### config.mk
export PLATFORM = sky130hd
export DESIGN_NAME = vlgrp_setter
export DESIGN_NICKNAME = d
export VERILOG_FILES = /design/src/rtl/vlgrp_pkg.sv /design/src/rtl/vlgrp_decode.sv /design/src/rtl/vlgrp_clamp.sv /design/src/rtl/vlgrp_setter.sv
export SDC_FILE = /design/constraint.sdc
export NUM_CORES = 1
export LEC_CHECK = 0
export ABC_AREA = 1
export CORE_UTILIZATION = 41
export CTS_CLUSTER_SIZE = 16
export DETAILED_ROUTE_END_ITERATION = 8
export GPL_TIMING_DRIVEN = 0
export PLACE_DENSITY_LB_ADDON = 0.15
export SETUP_SLACK_MARGIN = 0.4
export SYNTH_ARGS = -nofsm -noshare
export SYNTH_HDL_FRONTEND = slang
export SYNTH_HIERARCHICAL = 1
export SYNTH_SLANG_ARGS = --single-unit
### constraint.sdc
create_clock -name clk -period 2.6 [get_ports clk]
set_input_delay 0.78 -clock clk [delete_from_list [all_inputs] [get_ports clk]]
set_output_delay 0.78 -clock clk [all_outputs]
set_load 0.01 [all_outputs]
### src/rtl/vlgrp_pkg.sv
package vlgrp_pkg;

    localparam int BLK_W  = 32;
    localparam int SRC_W  = 5;
    localparam int DST_W  = 6;
    localparam int SUB_W  = 2;
    localparam int WIMM_W = 6;

    typedef enum logic [1:0] {
        ST_IDLE,
        ST_FETCH,
        ST_DONE
    } vlg_state_e;

    typedef struct packed {
        logic              oneshot;
        logic              reg_src;
        logic [SUB_W-1:0]  subvl;
        logic [DST_W-1:0]  dest;
        logic [SRC_W-1:0]  src_idx;
        logic [WIMM_W-1:0] wide_imm;
    } vlg_fields_t;

endpackage

### src/rtl/vlgrp_decode.sv
module vlgrp_decode
    import vlgrp_pkg::*;
(
    input  logic [BLK_W-1:0] blk_i,
    output vlg_fields_t      fld_o
);
    always_comb begin
        fld_o.oneshot  = blk_i[30];
        fld_o.reg_src  = ~blk_i[30] & blk_i[16];
        fld_o.subvl    = blk_i[29:28];
        fld_o.dest     = blk_i[27:22];
        fld_o.src_idx  = blk_i[21:17];
        fld_o.wide_imm = blk_i[21:16];
    end
endmodule

### src/rtl/vlgrp_clamp.sv
module vlgrp_clamp #(
    parameter int CW = 32,
    parameter int LW = 6
) (
    input  logic [CW-1:0] cand_i,
    input  logic [LW-1:0] limit_i,
    output logic [LW-1:0] res_o
);
    localparam int EW = (CW > LW) ? CW : LW;

    logic [EW-1:0] cand_x;
    logic [EW-1:0] limit_x;

    always_comb begin
        cand_x  = EW'(cand_i);
        limit_x = EW'(limit_i);
        res_o   = (cand_x > limit_x) ? limit_i : cand_x[LW-1:0];
    end
endmodule

### src/rtl/vlgrp_setter.sv
module vlgrp_setter
    import vlgrp_pkg::*;
#(
    parameter int XLEN = 32,
    parameter int VLW  = 6
) (
    input  logic                clk,
    input  logic                rst_n,
    input  logic                start_i,
    input  logic [BLK_W-1:0]    blk_i,
    output logic                rd_en_o,
    output logic [SRC_W-1:0]    rd_addr_o,
    input  logic [XLEN-1:0]     rd_data_i,
    output logic                wr_en_o,
    output logic [DST_W-1:0]    wr_addr_o,
    output logic [XLEN-1:0]     wr_data_o,
    output logic [VLW-1:0]      vl_o,
    output logic [VLW-1:0]      maxvl_o,
    output logic [SUB_W-1:0]    subvl_o,
    output logic                busy_o,
    output logic                done_o
);
    vlg_state_e  state_q, state_d;
    vlg_fields_t fld_in, fld_q;
    logic [VLW-1:0]   vl_q, maxvl_q, vl_d, maxvl_d;
    logic [SUB_W-1:0] subvl_q, subvl_d;
    logic             accept;
    logic [XLEN-1:0]  cand;
    logic [VLW-1:0]   clamped;

    vlgrp_decode u_dec (
        .blk_i (blk_i),
        .fld_o (fld_in)
    );

    assign cand = (state_q == ST_FETCH) ? rd_data_i : XLEN'(fld_in.src_idx);

    vlgrp_clamp #(.CW(XLEN), .LW(VLW)) u_clamp (
        .cand_i  (cand),
        .limit_i (maxvl_q),
        .res_o   (clamped)
    );

    assign accept = (state_q == ST_IDLE) && start_i;

    always_comb begin
        state_d = state_q;
        vl_d    = vl_q;
        maxvl_d = maxvl_q;
        subvl_d = subvl_q;
        unique case (state_q)
            ST_IDLE: begin
                if (start_i) begin
                    if (fld_in.reg_src) begin
                        state_d = ST_FETCH;
                    end else begin
                        state_d = ST_DONE;
                        subvl_d = fld_in.subvl;
                        if (fld_in.oneshot) begin
                            vl_d    = VLW'(fld_in.wide_imm);
                            maxvl_d = VLW'(fld_in.wide_imm);
                        end else begin
                            vl_d = clamped;
                        end
                    end
                end
            end
            ST_FETCH: begin
                state_d = ST_DONE;
                vl_d    = clamped;
                subvl_d = fld_q.subvl;
            end
            ST_DONE: begin
                state_d = ST_IDLE;
            end
            default: begin
                state_d = ST_IDLE;
            end
        endcase
    end

    always_ff @(posedge clk or negedge rst_n) begin
        if (!rst_n) begin
            state_q <= ST_IDLE;
            fld_q   <= '0;
            vl_q    <= '0;
            maxvl_q <= '0;
            subvl_q <= '0;
        end else begin
            state_q <= state_d;
            vl_q    <= vl_d;
            maxvl_q <= maxvl_d;
            subvl_q <= subvl_d;
            if (accept) begin
                fld_q <= fld_in;
            end
        end
    end

    always_comb begin
        busy_o    = (state_q != ST_IDLE);
        done_o    = (state_q == ST_DONE);
        rd_en_o   = (state_q == ST_FETCH);
        rd_addr_o = fld_q.src_idx;
        wr_en_o   = (state_q == ST_DONE) && (fld_q.dest != '0);
        wr_addr_o = fld_q.dest;
        wr_data_o = XLEN'(vl_q);
        vl_o      = vl_q;
        maxvl_o   = maxvl_q;
        subvl_o   = subvl_q;
    end

endmodule

==> impl_metrics.py <==
metrics = {
    "run_status": {
        "status": "finished clean",
    },
    "layout": {
        "antennaDiodeCount": 0,
        "final-seq-area_um2": 725.7,
        "final_cell_area_um2": 3954,
        "fill_cells": 559,
        "drive_gt1_share_pct": 34.86,
        "area_growth_pct": 52.00,
        "multi_input_area_um2": 1379,
        "layout.nets": 575,
    },
    "clock_tree": {
        "cts.path.max_buffers": 2,
        "tritoncts.num_buffers": 5,
        "clkTransAtPathRegs_ns": 0.06,
        "root_buffer": "clkbuf_8",
        "cts_htree_levels": 2,
        "cts_sinks": 29,
        "insertion_delay_ns": 0.27,
        "cts_tree": "done",
    },
    "critical_path": {
        "critPathKind": "flop to flop",
        "end_kind": "flop",
        "crit_fanout": 6,
        "rrSetupSlack_ns": 0.33,
        "cp.arrival_ns": 2.43,
        "timing.rr.start": "state_q[0]$_DFFE_PN0P_",
        "r2r_cells": 17,
        "required_ns": 2.76,
        "startpoint_type": "flop",
        "regToRegEndpoint": "vl_o[4]$_DFFE_PN0P_",
    },
    "floorplan": {
        "die_area_um2": 6667,
        "ios": 128,
        "die_x_um": 81.65,
        "start_util_pct": 43.17,
        "core.rowCount": 28,
        "die_h_um": 81.65,
        "core_area_um2": 6026,
    },
    "synth": {
        "synthMuxAreaShare_pct": 0,
        "syn_area_um2": 2601,
        "synth-seq-area-share_pct": 27.90,
        "ys.flop_type": "dfrtp_1",
        "synth.avg_cell_area_um2": 6.756,
        "synth_async_sr_flop_share_pct": 100.0,
        "synth-seq-cells": 29,
        "syn_inst": 385,
        "synth_cell_types": 24,
        "synth_area_leaders": "dfrtp_1, buf_4, nand2_1, inv_1, nor2_1",
        "synth.most_common_cell": "nand2_1",
        "synth_edf_count": 0,
        "synth_compound_area_share_pct": 4.377,
        "synthSimpleGateAreaFrac_pct": 32.71,
        "yosysTopAreaCell": "dfrtp_1",
        "synth_top_family_by_area": "simple AND/OR/NAND/NOR gates",
        "synth_warnings": 6,
        "synthXorXnorAreaFrac_pct": 0,
        "yosys-top-cells-count": "nand2_1, inv_1, buf_4",
        "synth_adder_area_share_pct": 2.886,
        "synth.top_cell.area_share_pct": 27.90,
    },
    "place": {
        "pre_cts_slack_ns": -0.1579,
        "hpwl_um": 4498,
        "place.gp.congestion": 0.8245,
        "port_buffers": 70,
        "placed_area_um2": 3490,
    },
    "sta": {
        "final.setup_skew_ns": 0.004090,
        "rsz0062_at_grt": "true",
        "holdWs_ns": 0.4797,
        "hold_viol": 0,
        "final.period_utilization_pct": 87.15,
        "fin_crit_ns": 2.266,
        "fin_ws_ns": 0.3341,
        "setup_viol": 0,
        "max_clock_freq_mhz": 441.3,
        "finalMaxSlewViolations": 0,
        "max-slew-margin-rel_pct": 56.70,
        "max_slew.worst_pin.slew_ns": 0.6495,
    },
    "power_and_ir_drop": {
        "pwr-share-seq_pct": 30.2,
        "power_frac_comb_pct": 52.3,
        "switching_share_pct": 35.52,
        "p_per_area_nw_per_um2": 524.2,
        "leakagePower_nw": 2.202,
        "switching_power_w": 0.0007361,
        "internal_power_w": 0.001336,
        "pwr-share-clk_pct": 17.5,
        "ir_drop_mv": 0.3809,
    },
    "global_route": {
        "grt_pass1_wl_um": 9763,
        "antenna_found_initial": 0,
        "grt_overflow": 0,
        "grt_pass1_vias": 2225,
        "grt_start_max_net_pins": 30,
        "grt_usage_pct": 19.13,
    },
    "detailed_routing": {
        "drtIter0Drc": 77,
        "vias": 2454,
        "routed_wirelength_um": 6192,
        "routedWlPerCell_um": 10.73,
        "drc_errors": 0,
        "final_antenna_net_count": 0,
        "vias_per_cell": 4.253,
        "firstDrtPassIters": 4,
    },
    "hold_path": {
        "holdPathStages": 2,
        "hold_class": "flop to flop",
        "hp-start": "subvl_o[1]$_DFFE_PN0P_",
        "hold_end": "subvl_o[1]$_DFFE_PN0P_",
    },
    "job": {
        "cap_viol_max_count": 0,
    },
}
logic make-up (layout without fill, tap and decap cells):
kind of cell             Yosys count  count (layout)
AO/OA/AOI/OAI                     19              19
adder cells (fa/ha/maj)            6               6
buffers and inverters            150             242
flip-flops                        29              29
other                              1              26
AND/OR/NAND/NOR                  180             180
stage by stage:
step,instances,power (W),TNS [ns],utilization (%)
global placement,555,0.001539,-0.7396,57.91
global route,577,0.002231,0,65.61
floorplan,410,0.001174,0,-
CTS,569,0.001986,0,61.98
detailed placement,555,0.001560,-0.8464,57.91
finish,577,0.002072,0,65.61
state kept, by name, indices dropped and copies added, names as in the netlist:
register / flops
wr_addr_o: 6
subvl_o: 2
fld_q: 2
rd_addr_o: 5
state_q: 2
vl_o: 6
maxvl_o: 6
final cells by class:
class | count | area share (%)
clock buffers | 7 | 2.184
repair buffers | 85 | 20.76
flip-flops and latches | 29 | 18.35
plain buffers | 73 | 14.08
well taps | 75 | 2.373
inverters | 77 | 7.373
multi-input cells | 231 | 34.87
critical path, stage by stage, from the launching register on:
cell	delay, ns
dfrtp_1	0.43
nand2_2	0.14
inv_4	0.07
clkbuf_16	0.16
o21ai_2	0.19
ha_4	0.24
nand2_2	0.09
inv_1	0.05
nand2_1	0.07
nand2_1	0.07
nand2_2	0.10
nand3_4	0.14
nand3_2	0.11
nand2_2	0.06
inv_2	0.05
nand2_2	0.06
nand3_2	0.07
nand2_1	0.05
power by group through the flow:
| stage | Combinational [W] | Sequential [W] | Clock, W |
|---|---|---|---|
| 2_1_floorplan | 0.000535 | 0.000639 | 0 |
| 3_3_place_gp | 0.000911 | 0.000627 | 0 |
| 3_5_place_dp | 0.000930 | 0.000630 | 0 |
| 4_1_cts | 0.000989 | 0.000626 | 0.000372 |
| 5_1_grt | 0.00120 | 0.000642 | 0.000394 |
| 6_report | 0.00108 | 0.000626 | 0.000362 |
how the worst max path moves through the flow:
stage,endpoint,from,slack (ns),depth (start not counted)
2_1_floorplan,vl_o[1]$_DFFE_PN0P_,blk_i[21],0.41,15
3_3_place_gp,vl_o[4]$_DFFE_PN0P_,rd_data_i[0],-0.14,16
3_5_place_dp,vl_o[4]$_DFFE_PN0P_,rd_data_i[4],-0.16,15
4_1_cts,vl_o[4]$_DFFE_PN0P_,state_q[0]$_DFFE_PN0P_,0.38,18
5_1_grt,vl_o[4]$_DFFE_PN0P_,state_q[0]$_DFFE_PN0P_,0.19,17
6_report,vl_o[4]$_DFFE_PN0P_,state_q[0]$_DFFE_PN0P_,0.33,17
routing by layer:
metal	vias up	wire length (um)	global-route usage, %	share of wire (%)
li1	1280	-	-	-
met1	1068	2576	23.38	42
met3	12	441	3.778	7.1
met5	-	0	0	0
met4	0	113	3.860	1.8
met2	94	3061	34.67	49
timing repair:
action,CTS,global route
setup buffers,7,7
cloned,0,1
setup endpoints to repair,10,9
resized for setup,40,30
hold buffers,0,0
pin swaps,30,21
cells in the final DEF (no fill, tap or decap), drive strengths merged:
cell,n
nand2,92
buf,88
inv,77
clkdlybuf4s50,59
nor2,51
nand3,35
dfrtp,29
conb,26
o21ai,17
dlygate4sd2,8
clkbuf,8
ha,6
a21oi,2
dlymetal6s2s,2
and2,1
nand4,1
(Power assumes the default switching activity.)
